$ cat config.mk
export PLATFORM = sky130hd
export DESIGN_NAME = bcd_digit_scanner
export DESIGN_NICKNAME = d
export VERILOG_FILES = /design/src/rtl/bcd_scan_pkg.sv /design/src/rtl/scan_timer.sv /design/src/rtl/strobe_gen.sv /design/src/rtl/digit_out.sv /design/src/rtl/bcd_digit_scanner.sv
export SDC_FILE = /design/constraint.sdc
export NUM_CORES = 1
export LEC_CHECK = 0
export ABC_AREA = 1
export ABC_CLOCK_PERIOD_IN_PS = 1400
export BUFFER_PORTS_ARGS = -buffer_cell sky130_fd_sc_hd__buf_2
export CAP_MARGIN = 20
export CORE_ASPECT_RATIO = 0.7
export CORE_UTILIZATION = 30
export CTS_CLUSTER_DIAMETER = 150
export DETAILED_ROUTE_END_ITERATION = 7
export GPL_ROUTABILITY_DRIVEN = 0
export PLACE_DENSITY = 0.59
export SLEW_MARGIN = 20
export SYNTH_ARGS = -nofsm -noshare
export SYNTH_HDL_FRONTEND = slang
export SYNTH_SLANG_ARGS = --single-unit
$ cat constraint.sdc
create_clock -name clk -period 1.4 [get_ports clk]
set_input_delay 0.28 -clock clk [delete_from_list [all_inputs] [get_ports clk]]
set_output_delay 0.28 -clock clk [all_outputs]
set_load 0.02 [all_outputs]
$ cat src/rtl/bcd_scan_pkg.sv
package bcd_scan_pkg;

    localparam int unsigned BCD_W = 4;

    typedef logic [BCD_W-1:0] bcd_t;

    // Strobe and display-blank state
    typedef struct packed {
        logic armed;   // strobes still to be sent in this conversion
        logic blank;   // select lines forced dark
    } strobe_state_t;

    // Slot length in counts; the leading slot is widened
    function automatic int unsigned slot_len(logic is_lead, int unsigned base,
                                             int unsigned extra);
        return is_lead ? base + extra : base;
    endfunction

    // Count inside a slot at which the strobe is issued
    function automatic int unsigned strobe_at(logic is_lead, int unsigned offset,
                                              int unsigned extra);
        return is_lead ? offset + extra : offset;
    endfunction

endpackage

$ cat src/rtl/scan_timer.sv
module scan_timer
    import bcd_scan_pkg::*;
#(
    parameter int unsigned NUM_DIGITS   = 5,
    parameter int unsigned DIGIT_COUNTS = 200,
    parameter int unsigned LEAD_EXTRA   = 1,
    localparam int unsigned IDX_W = (NUM_DIGITS > 1) ? $clog2(NUM_DIGITS) : 1,
    localparam int unsigned CNT_W = $clog2(DIGIT_COUNTS + LEAD_EXTRA)
) (
    input  logic             clk,
    input  logic             rst,
    input  logic             restart,
    output logic [IDX_W-1:0] idx_o,
    output logic [CNT_W-1:0] cnt_o,
    output logic             phase_o
);

    localparam logic [IDX_W-1:0] LAST_IDX = IDX_W'(NUM_DIGITS - 1);

    logic [IDX_W-1:0] idx_q;
    logic [CNT_W-1:0] cnt_q;
    logic             phase_q;
    logic [CNT_W-1:0] len_m1;

    always_comb begin
        len_m1 = CNT_W'(slot_len(idx_q == '0, DIGIT_COUNTS, LEAD_EXTRA) - 1);
    end

    always_ff @(posedge clk) begin
        if (rst || restart) begin
            idx_q   <= '0;
            cnt_q   <= '0;
            phase_q <= 1'b0;
        end else begin
            phase_q <= ~phase_q;
            if (phase_q) begin
                if (cnt_q == len_m1) begin
                    cnt_q <= '0;
                    idx_q <= (idx_q == LAST_IDX) ? '0 : idx_q + 1'b1;
                end else begin
                    cnt_q <= cnt_q + 1'b1;
                end
            end
        end
    end

    assign idx_o   = idx_q;
    assign cnt_o   = cnt_q;
    assign phase_o = phase_q;

    AST_CNT_IN_SLOT: assert property (@(posedge clk) disable iff (rst)
        cnt_q <= len_m1);
    AST_SLOT_STEP: assert property (@(posedge clk) disable iff (rst)
        (phase_q && cnt_q == len_m1 && !restart) |=> (cnt_q == '0 && idx_q != $past(idx_q)));
    AST_HALF_COUNT_HOLD: assert property (@(posedge clk) disable iff (rst)
        (!phase_q && !restart) |=> ($stable(cnt_q) && $stable(idx_q)));

endmodule

$ cat src/rtl/strobe_gen.sv
module strobe_gen
    import bcd_scan_pkg::*;
#(
    parameter int unsigned NUM_DIGITS    = 5,
    parameter int unsigned DIGIT_COUNTS  = 200,
    parameter int unsigned LEAD_EXTRA    = 1,
    parameter int unsigned STROBE_OFFSET = 100,
    localparam int unsigned IDX_W = (NUM_DIGITS > 1) ? $clog2(NUM_DIGITS) : 1,
    localparam int unsigned CNT_W = $clog2(DIGIT_COUNTS + LEAD_EXTRA)
) (
    input  logic             clk,
    input  logic             rst,
    input  logic             eoc,
    input  logic             ref_start,
    input  logic             ovr_q,
    input  logic [IDX_W-1:0] idx,
    input  logic [CNT_W-1:0] cnt,
    input  logic             phase,
    output logic             strobe_n,
    output logic             blank,
    output logic             resume
);

    localparam logic [IDX_W-1:0] LAST_IDX = IDX_W'(NUM_DIGITS - 1);

    strobe_state_t st_q, st_d;
    logic          hit;
    logic          final_hit;

    always_comb begin
        hit       = !phase && (cnt == CNT_W'(strobe_at(idx == '0, STROBE_OFFSET, LEAD_EXTRA)));
        final_hit = st_q.armed && hit && (idx == LAST_IDX);
        resume    = ref_start && !eoc && st_q.blank && ovr_q;
        strobe_n  = !(st_q.armed && hit);
        blank     = st_q.blank;
    end

    always_comb begin
        st_d = st_q;
        if (eoc) begin
            st_d.armed = 1'b1;
            st_d.blank = 1'b0;
        end else if (resume) begin
            st_d.blank = 1'b0;
        end else if (final_hit) begin
            st_d.armed = 1'b0;
            st_d.blank = ovr_q;
        end
    end

    always_ff @(posedge clk) begin
        if (rst) begin
            st_q.armed <= 1'b0;
            st_q.blank <= 1'b1;
        end else begin
            st_q <= st_d;
        end
    end

    AST_STROBE_ONE_CYCLE: assert property (@(posedge clk) disable iff (rst)
        !strobe_n |=> strobe_n);
    AST_EOC_ARMS: assert property (@(posedge clk) disable iff (rst)
        eoc |=> (st_q.armed && !st_q.blank));
    AST_BLANK_AFTER_STROBE: assert property (@(posedge clk) disable iff (rst)
        $rose(st_q.blank) |-> $past(!strobe_n));
    AST_NO_STROBE_DARK: assert property (@(posedge clk) disable iff (rst)
        st_q.blank |-> strobe_n);

endmodule

$ cat src/rtl/digit_out.sv
module digit_out
    import bcd_scan_pkg::*;
#(
    parameter int unsigned NUM_DIGITS = 5,
    localparam int unsigned IDX_W  = (NUM_DIGITS > 1) ? $clog2(NUM_DIGITS) : 1,
    localparam int unsigned DATA_W = NUM_DIGITS * BCD_W
) (
    input  logic                  clk,
    input  logic                  rst,
    input  logic                  eoc,
    input  logic [DATA_W-1:0]     result_i,
    input  logic                  ovr_i,
    input  logic [IDX_W-1:0]      idx,
    input  logic                  blank,
    output logic [NUM_DIGITS-1:0] digit_sel_o,
    output bcd_t                  bcd_o,
    output logic                  ovr_q
);

    logic [NUM_DIGITS-1:0][BCD_W-1:0] digits_q;
    bcd_t                             picked;

    always_ff @(posedge clk) begin
        if (rst) begin
            digits_q <= '0;
            ovr_q    <= 1'b0;
        end else if (eoc) begin
            digits_q <= result_i;
            ovr_q    <= ovr_i;
        end
    end

    for (genvar g = 0; g < NUM_DIGITS; g++) begin : g_sel
        assign digit_sel_o[NUM_DIGITS-1-g] = !blank && (idx == IDX_W'(g));
    end

    always_comb begin
        picked = '0;
        for (int k = 0; k < NUM_DIGITS; k++) begin
            if (idx == IDX_W'(k)) picked = digits_q[NUM_DIGITS-1-k];
        end
        bcd_o = (blank || ovr_q) ? '0 : picked;
    end

    AST_SEL_ONEHOT: assert property (@(posedge clk) disable iff (rst)
        $onehot0(digit_sel_o));
    AST_OVR_DATA_ZERO: assert property (@(posedge clk) disable iff (rst)
        ovr_q |-> (bcd_o == '0));
    AST_DARK_WHEN_BLANK: assert property (@(posedge clk) disable iff (rst)
        blank |-> (digit_sel_o == '0));
    AST_EOC_LEADS: assert property (@(posedge clk) disable iff (rst)
        eoc |=> digit_sel_o[NUM_DIGITS-1]);

endmodule

$ cat src/rtl/bcd_digit_scanner.sv
module bcd_digit_scanner
    import bcd_scan_pkg::*;
#(
    parameter int unsigned NUM_DIGITS    = 5,
    parameter int unsigned DIGIT_COUNTS  = 200,
    parameter int unsigned LEAD_EXTRA    = 1,
    parameter int unsigned STROBE_OFFSET = 100
) (
    input  logic                          clk,
    input  logic                          rst,
    input  logic                          eoc_i,
    input  logic [NUM_DIGITS*BCD_W-1:0]   result_i,
    input  logic                          ovr_i,
    input  logic                          ref_start_i,
    output logic [NUM_DIGITS-1:0]         digit_sel_o,
    output logic [BCD_W-1:0]              bcd_o,
    output logic                          strobe_n_o
);

    localparam int unsigned IDX_W = (NUM_DIGITS > 1) ? $clog2(NUM_DIGITS) : 1;
    localparam int unsigned CNT_W = $clog2(DIGIT_COUNTS + LEAD_EXTRA);

    logic [IDX_W-1:0] idx;
    logic [CNT_W-1:0] cnt;
    logic             phase;
    logic             blank;
    logic             resume;
    logic             ovr_q;
    logic             restart;

    assign restart = eoc_i || resume;

    scan_timer #(
        .NUM_DIGITS  (NUM_DIGITS),
        .DIGIT_COUNTS(DIGIT_COUNTS),
        .LEAD_EXTRA  (LEAD_EXTRA)
    ) i_timer (
        .clk    (clk),
        .rst    (rst),
        .restart(restart),
        .idx_o  (idx),
        .cnt_o  (cnt),
        .phase_o(phase)
    );

    strobe_gen #(
        .NUM_DIGITS   (NUM_DIGITS),
        .DIGIT_COUNTS (DIGIT_COUNTS),
        .LEAD_EXTRA   (LEAD_EXTRA),
        .STROBE_OFFSET(STROBE_OFFSET)
    ) i_strobe (
        .clk      (clk),
        .rst      (rst),
        .eoc      (eoc_i),
        .ref_start(ref_start_i),
        .ovr_q    (ovr_q),
        .idx      (idx),
        .cnt      (cnt),
        .phase    (phase),
        .strobe_n (strobe_n_o),
        .blank    (blank),
        .resume   (resume)
    );

    digit_out #(
        .NUM_DIGITS(NUM_DIGITS)
    ) i_out (
        .clk        (clk),
        .rst        (rst),
        .eoc        (eoc_i),
        .result_i   (result_i),
        .ovr_i      (ovr_i),
        .idx        (idx),
        .blank      (blank),
        .digit_sel_o(digit_sel_o),
        .bcd_o      (bcd_o),
        .ovr_q      (ovr_q)
    );

    AST_STROBE_IN_LIT_SLOT: assert property (@(posedge clk) disable iff (rst)
        !strobe_n_o |-> (digit_sel_o != '0));
    AST_RESUME_AT_LEAD: assert property (@(posedge clk) disable iff (rst)
        (ref_start_i && !eoc_i && blank && ovr_q) |=> digit_sel_o[NUM_DIGITS-1]);

endmodule

==> impl_metrics.json, run 1 <==
{
  "status": "finished, violations left",
  "failed_checks": "setup timing",
  "timing.critical_path.to_type": "output pin",
  "vias_per_inst": 4.67,
  "grt_start_max_net_pins": 23,
  "layout.cell_area.non_filler_um2": 2550,
  "design.die.area_um2": 6230,
  "startpoint_type": "flip-flop",
  "buffer_depth_of_the_longest_clock_path": 2,
  "syn2layout_area_growth_pct": 43.9,
  "count_of_endpoints_failing_setup_in_the_final_report": 21,
  "first_pass_grt_wire_length_um": 7420,
  "netlist.area_leader.share_pct": 39.5,
  "drive_gt1_share_pct": 40.5,
  "max_slew_margin_pct": 78.5,
  "p_leak_nw": 1.12,
  "clock_latency_at_the_later_pin_of_the_worst_skew_pair_ns": 0.29,
  "final_max_slew_viol_count": 0,
  "synth_adder_area_share_pct": 4.23,
  "fp-row-count": 23,
  "hp-class": "primary input to flip-flop",
  "post-synth-top-count-cell": "nor2_1",
  "tns_ns": -6.93,
  "fin_nets": 339,
  "first_pass_iters": 4,
  "worst_r2r_path_depth": 13,
  "drc": 0,
  "library_cell_appearing_most_often_on_the_critical_path": "nand3_2",
  "synth.top_cells.by_count": "nor2_1 (58), dfxtp_1 (35), nand2_1 (29)",
  "dieWidth_um": 93.9,
  "required_ns": 1.12,
  "cts_buffer_count": 5,
  "synth_edf_count": 0,
  "wl_per_cell_um": 12.4,
  "grt_use_total_pct": 15.7,
  "synth_top_area_cell": "dfxtp_1",
  "timing.final.ws_setup_ns": -0.544,
  "num_vias": 1792,
  "maxCapViolCount": 0,
  "fraction_of_the_mapped_netlist_area_in_simple_logic_gates_pct": 32.9,
  "crit_path_max_fanout": 5,
  "clockRootBuffer": "clkbuf_8",
  "cts.sinks": 35,
  "period_needed_ns": 1.94,
  "detail-route-antenna-nets": 0,
  "critical_path.cell_chain": "inv_4 > ha_4 > inv_2 > nor2_4 > nand3_2 > nand3_2 > o211ai_1 > a21oi_2 > buf_4",
  "dpl_worst_slack_ns": -0.225,
  "worstPathBufferInverterCount": 3,
  "postSynthCellCount": 249,
  "yosysSeqAreaShare_pct": 39.5,
  "worst-setup-path-type": "flip-flop to output pin",
  "start_point_of_the_worst_hold_path": "rst",
  "synth.net_count": 280,
  "post_synth_xor_area_fraction_pct": 1.97,
  "worst_slew_pin_slew_ns": 0.321,
  "post_synth_main_area_contributors": "dfxtp_1 (39%), nor2_1 (12%), o21ai_0 (7.1%), nand2_1 (6.1%), nand3_1 (5.9%)",
  "count_of_h_tree_levels_built_during_cts": 2,
  "final_hold_viol_count": 0,
  "routed_wl_um": 4770,
  "portBuffers": 34,
  "antenna_cells_inserted": 0,
  "finalCritPeriodShare_pct": 139,
  "design_power_total_w": 0.00210,
  "synth_cell_type_count": 28,
  "dominant_combinational_cell_family_by_area_after_synthesis": "simple AND/OR/NAND/NOR gates",
  "post-place-cells": 368,
  "die_h_um": 66.3,
  "path_clk_slew_ns": 0.08,
  "synth_flop_cell": "dfxtp_1",
  "achievable-frequency_mhz": 515,
  "crit-reg2reg-capture": "i_timer.idx_o[1]$_SDFFE_PP0P_",
  "place_hpwl_um": 3390,
  "critical_path.max_stage_delay_ns": 0.37,
  "seq_cells_post_synth": 35,
  "cp_slowest_cell": "dfxtp_4",
  "crit_arrival_ns": 1.66,
  "design.portCount": 35,
  "cts_hold_repair.buffers": 0,
  "synth_async_sr_flop_share_pct": 0,
  "post_syn_area_per_cell_um2": 7.13,
  "overflow": 0,
  "violation_count_after_the_first_detailed_route_iteration": 82,
  "crit_family": "flip-flops",
  "coreArea_um2": 5700,
  "grt_setup_unrepaired": "yes",
  "post_layout_nonfiller_instances": 384,
  "grt_pass1_vias": 1655,
  "yosysWarningCount": 0,
  "tritoncts": "done",
  "power.density_nw_per_um2": 822,
  "postPlaceCellArea_um2": 2190,
  "synth.mux.area_fraction_pct": 0,
  "syn-cell-area_um2": 1770,
  "min_delay_path_depth": 2,
  "min_delay_worst_endpoint": "i_out.ovr_q$_SDFFE_PP0P_",
  "irDropWorstVdd_mv": 0.351,
  "r2r-start": "i_timer.idx_o[0]$_SDFFE_PP0P_",
  "start_util_pct": 31.1,
  "rrSetupSlack_ns": -0.29,
  "synth_compound_area_share_pct": 13.5,
  "number_of_antenna_violations_at_the_first_check_in_global_routing": 0,
  "clock_skew_ns": 0.00527
}
-- where the power goes --
| part | switching, W | internal [W] | leakage (nW) |
|---|---|---|---|
| clock network | 0.000381 | 0.000402 | 0.0474 |
| logic | 0.000136 | 0.000106 | 0.784 |
| registers | 0.0000330 | 0.00104 | 0.291 |
| total | 0.000550 | 0.00155 | 1.12 |
-- worst reg2reg max path: cells and delay by family (launching register included) --
kind,cells,cell delay [ns]
buf+inv,5,0.44
flops,1,0.37
simple gates,6,0.58
compound gates,1,0.08
fa+ha+maj,1,0.16
-- state kept, by name (all words and copies together), names as in the netlist --
register / cells
i_out.digits_q: 20
i_timer.cnt_o: 8
i_timer.idx_o: 3
i_out.ovr_q: 1
i_strobe.blank: 1
i_strobe.st_q: 1
i_timer.phase_o: 1
-- timing repair --
action / in CTS / in global routing
pin swaps: 9 / 9
cloned: 0 / 0
setup endpoints to repair: 19 / 22
setup buffers: 6 / 3
resized for setup: 33 / 24
-- cell usage in the layout (no fill, tap or decap), types with 2 or more instances in the layout --
| cell type | synthesis | routed |
|---|---|---|
| a21oi_1 | 8 | 3 |
| a21oi_2 | 2 | 7 |
| buf_2 | 1 | 24 |
| buf_4 | 1 | 30 |
| buf_6 | 0 | 7 |
| clkbuf_8 | 0 | 6 |
| dfxtp_1 | 35 | 31 |
| dfxtp_2 | 0 | 2 |
| dfxtp_4 | 0 | 2 |
| ha_1 | 6 | 3 |
| ha_4 | 0 | 2 |
| inv_1 | 25 | 19 |
| inv_2 | 2 | 5 |
| inv_4 | 0 | 3 |
| nand2_1 | 29 | 22 |
| nand2_2 | 3 | 6 |
| nand2_4 | 1 | 4 |
| nand3_1 | 21 | 13 |
| nand3_2 | 0 | 7 |
| nand3_4 | 1 | 2 |
| nand4_1 | 2 | 2 |
| nor2_1 | 58 | 54 |
| nor2_2 | 1 | 2 |
| nor2_4 | 2 | 5 |
| nor3_2 | 5 | 4 |
| nor3_4 | 0 | 2 |
| o211ai_1 | 4 | 4 |
| o21ai_0 | 25 | 25 |
| xor2_1 | 4 | 4 |
-- worst max-delay path by stage --
stage                             startpoint       end  slack, ns  cells after the start
2_1_floorplan  i_timer.idx_o[1]$_SDFFE_PP0P_  bcd_o[0]      -0.08                      8
3_3_place_gp   i_timer.idx_o[1]$_SDFFE_PP0P_  bcd_o[0]      -0.17                      9
3_5_place_dp   i_timer.idx_o[1]$_SDFFE_PP0P_  bcd_o[2]      -0.23                      8
4_1_cts        i_timer.idx_o[1]$_SDFFE_PP0P_  bcd_o[2]      -0.48                      9
5_1_grt        i_timer.idx_o[0]$_SDFFE_PP0P_  bcd_o[1]      -0.62                      9
6_report       i_timer.idx_o[0]$_SDFFE_PP0P_  bcd_o[1]      -0.54                      9
-- layout make-up --
class / count / area [um2]
clock buffer: 6 / 82.6
clock inverter: 2 / 16.3
fill: 616 / 3150
inverter: 27 / 109
multi-input combinational: 178 / 1120
sequential: 35 / 711
tap: 75 / 93.8
timing repair buffer: 61 / 424
-- metrics by stage --
stage               utilization (%)  hold slack [ns]
global route                   44.8            0.217
detailed placement             38.4            0.480
global placement               38.4            0.478
CTS                            43.1            0.205
floorplan                         -            0.349
finish                         44.8            0.212
-- layer usage --
layer	part of all wire, %	track usage (%)
met4	0.61	5.19
met5	0	0
met3	5.0	3.68
met2	45	24.6
met1	50	21.2
-- cells by family (layout without fill, tap and decap cells) --
| kind of cell | after synthesis | after routing |
|---|---|---|
| buffers and inverters | 36 | 96 |
| and+or+nand+nor | 125 | 125 |
| xor gates and xnor gates | 4 | 4 |
| AOI/OAI and AO/OA | 43 | 43 |
| adders and majority gates | 6 | 6 |
| DFF | 35 | 35 |
Note: power is estimated with default switching activity, not from simulation.
==> run 2: changes to the inputs <==
--- a/config.mk
+++ b/config.mk
@@ -5,7 +5,6 @@
 export SDC_FILE = /design/constraint.sdc
 export NUM_CORES = 1
 export LEC_CHECK = 0
-export ABC_AREA = 1
 export ABC_CLOCK_PERIOD_IN_PS = 1400
 export BUFFER_PORTS_ARGS = -buffer_cell sky130_fd_sc_hd__buf_2
 export CAP_MARGIN = 20
==> impl_metrics.json, run 2 <==
{
  "fin_nets": 297,
  "period_needed_ns": 2.10,
  "crit_arrival_ns": 1.82,
  "fp-row-count": 23,
  "rrSetupSlack_ns": -0.42,
  "r2r-start": "i_timer.idx_o[1]$_SDFFE_PP0P_",
  "worst_r2r_path_depth": 8,
  "failed_checks": "setup timing",
  "start_point_of_the_worst_hold_path": "result_i[10]",
  "syn2layout_area_growth_pct": 42.5,
  "crit_end": "bcd_o[0]",
  "violation_count_after_the_first_detailed_route_iteration": 89,
  "cts_buffer_count": 5,
  "place_hpwl_um": 3510,
  "crit-reg2reg-capture": "i_timer.idx_o[2]$_SDFFE_PP0P_",
  "synth_edf_count": 0,
  "drive_gt1_share_pct": 39.7,
  "critical_path.startpoint": "i_timer.idx_o[0]$_SDFFE_PP0P_",
  "worst_slew_pin_slew_ns": 0.389,
  "synth.top_cells.by_count": "dfxtp_1 (35), nor2_1 (32), mux2i_1 (23)",
  "grt_pass1_vias": 1453,
  "clock_skew_ns": 0.0122,
  "nFillCells": 574,
  "overflow": 0,
  "startpoint_type": "flip-flop",
  "seq_cells_post_synth": 35,
  "cts_hold_repair.buffers": 0,
  "die_h_um": 66.9,
  "synth_cell_type_count": 37,
  "design.portCount": 35,
  "syn-cell-area_um2": 1810,
  "grt_setup_unrepaired": "yes",
  "design.die.area_um2": 6340,
  "start_util_pct": 31.4,
  "critical_path.cell_chain": "ha_4 > ha_4 > or2_4 > a211oi_2 > a211oi_2 > nor4_4 > buf_4",
  "clock_latency_at_the_later_pin_of_the_worst_skew_pair_ns": 0.29,
  "clockRootBuffer": "clkbuf_8",
  "count_of_h_tree_levels_built_during_cts": 2,
  "final_max_slew_viol_count": 0,
  "yosysSeqAreaShare_pct": 38.8,
  "count_of_endpoints_failing_setup_in_the_final_report": 23,
  "grt_use_total_pct": 15.8,
  "post_synth_main_area_contributors": "dfxtp_1 (39%), mux2i_1 (13%), nor2_1 (6.7%), ha_1 (4.2%), a211oi_1 (3.3%)",
  "power.density_nw_per_um2": 865,
  "final_hold_viol_count": 0,
  "registers.top_by_ff_count": "i_out.digits_q",
  "dpl_worst_slack_ns": -0.419,
  "coreArea_um2": 5760,
  "number_of_antenna_violations_at_the_first_check_in_global_routing": 0,
  "timing.critical_path.to_type": "output pin",
  "layout.cells.most_common": "buf_4",
  "vias_per_inst": 4.79,
  "status": "finished, violations left",
  "wl_per_cell_um": 13.8,
  "maxCapViolCount": 0,
  "finalCritPeriodShare_pct": 150,
  "achievable-frequency_mhz": 475,
  "synth_flop_cell": "dfxtp_1",
  "portBuffers": 34,
  "post-synth-top-count-cell": "dfxtp_1",
  "drc": 0,
  "synth_async_sr_flop_share_pct": 0,
  "yosysWarningCount": 0,
  "cts.sinks": 35,
  "timing.final.ws_setup_ns": -0.704,
  "max_slew_margin_pct": 74.0,
  "synth.net_count": 236,
  "first_pass_grt_wire_length_um": 7460,
  "grt_start_max_net_pins": 24,
  "post_syn_area_per_cell_um2": 8.81,
  "synth_top_area_cell": "dfxtp_1",
  "p_leak_nw": 1.09,
  "critical_path.max_stage_delay_ns": 0.37,
  "antenna_cells_inserted": 0,
  "postSynthCellCount": 205,
  "num_vias": 1639,
  "detail-route-antenna-nets": 0,
  "cp_slowest_cell": "dfxtp_4",
  "routed_wl_um": 4710,
  "worst-setup-path-type": "flip-flop to output pin",
  "post-place-cells": 333,
  "first_pass_iters": 4,
  "netlist.area_leader.share_pct": 38.8,
  "irDropWorstVdd_mv": 0.540,
  "hp-class": "primary input to flip-flop",
  "path_clk_slew_ns": 0.08,
  "post_layout_nonfiller_instances": 342,
  "dieWidth_um": 94.7,
  "largest_register_ff_count": 20,
  "crit_path_max_fanout": 4,
  "mostFrequentLayoutCells": "buf_4 (35), dfxtp_1 (33), nor2_1 (32), buf_2 (29), mux2i_1 (22)",
  "tritoncts": "done",
  "buffer_depth_of_the_longest_clock_path": 2,
  "required_ns": 1.12
}
==> run 2: area by class of cell <==
cell class	count	area, um2	area share (%)
Clock buffer	5	68.8	2.68
Clock inverter	3	43.8	1.70
Inverter	4	15.0	0.584
Multi-Input combinational cell	153	1200	46.8
Sequential cell	35	706	27.4
Tap cell	75	93.8	3.65
Timing Repair Buffer	67	442	17.2
==> run 2: per-layer routing <==
layer  track usage (%)  up-vias  wire (um)
met5                 0        -          0
met2              20.3       28       1890
met4              3.98        0         38
li1                  -      841          -
met1              25.2      765       2600
met3              3.54        5        177
==> run 2: power by group <==
part	internal (W)	switching, W
registers	0.00104	0.0000332
clock network	0.000530	0.000388
logic	0.000114	0.000121
total	0.00168	0.000543
==> run 2: worst min path at each step <==
stage / end / slack, ns / depth (start not counted)
2_1_floorplan: i_strobe.st_q[1]$_SDFFE_PP0P_ / 0.35 / 1
3_3_place_gp: i_strobe.st_q[1]$_SDFFE_PP0P_ / 0.47 / 2
3_5_place_dp: i_strobe.st_q[1]$_SDFFE_PP0P_ / 0.47 / 2
4_1_cts: i_out.digits_q[0]$_SDFFE_PP0P_ / 0.21 / 3
5_1_grt: i_out.digits_q[10]$_SDFFE_PP0P_ / 0.22 / 3
6_report: i_out.digits_q[10]$_SDFFE_PP0P_ / 0.22 / 3
==> run 2: stage by stage <==
stage | instance area [um2] | util, % | power [W] | TNS (ns) | hold slack [ns]
after global placement | 2400 | 41.7 | 0.00132 | -5.53 | 0.467
after CTS | 2570 | 44.6 | 0.00225 | -8.91 | 0.214
final | 2570 | 44.7 | 0.00222 | -8.84 | 0.218
after floorplan | 1980 | - | 0.00124 | -3.35 | 0.349
after global routing | 2570 | 44.7 | 0.00232 | -10.93 | 0.223
after detailed placement | 2400 | 41.7 | 0.00132 | -5.76 | 0.467
==> run 2: logic make-up (layout without fill, tap and decap cells) <==
| kind of cell | count (synthesis) | count (layout) | synth area share [%] |
|---|---|---|---|
| compound gates | 23 | 23 | 8.25 |
| xor+xnor | 9 | 9 | 4.37 |
| fa+ha+maj | 6 | 6 | 4.16 |
| buf+inv | 17 | 79 | 4.43 |
| flops | 35 | 35 | 38.8 |
| mux | 24 | 24 | 13.6 |
| simple gates | 91 | 91 | 26.4 |
==> run 2: critical path, delay by kind of cell, from the launching register on <==
family | cells | cell delay [ns]
simple gates | 2 | 0.42
flops | 1 | 0.37
fa+ha+maj | 2 | 0.31
compound gates | 2 | 0.26
buf+inv | 1 | 0.18
==> run 2: timing repair <==
item	4_1_cts	5_1_grt
pin swaps	2	0
endpoints found under the setup margin	23	23
cloned	0	0
setup buffers	2	0
resized for setup	14	3
endpoints found under the hold margin	0	0
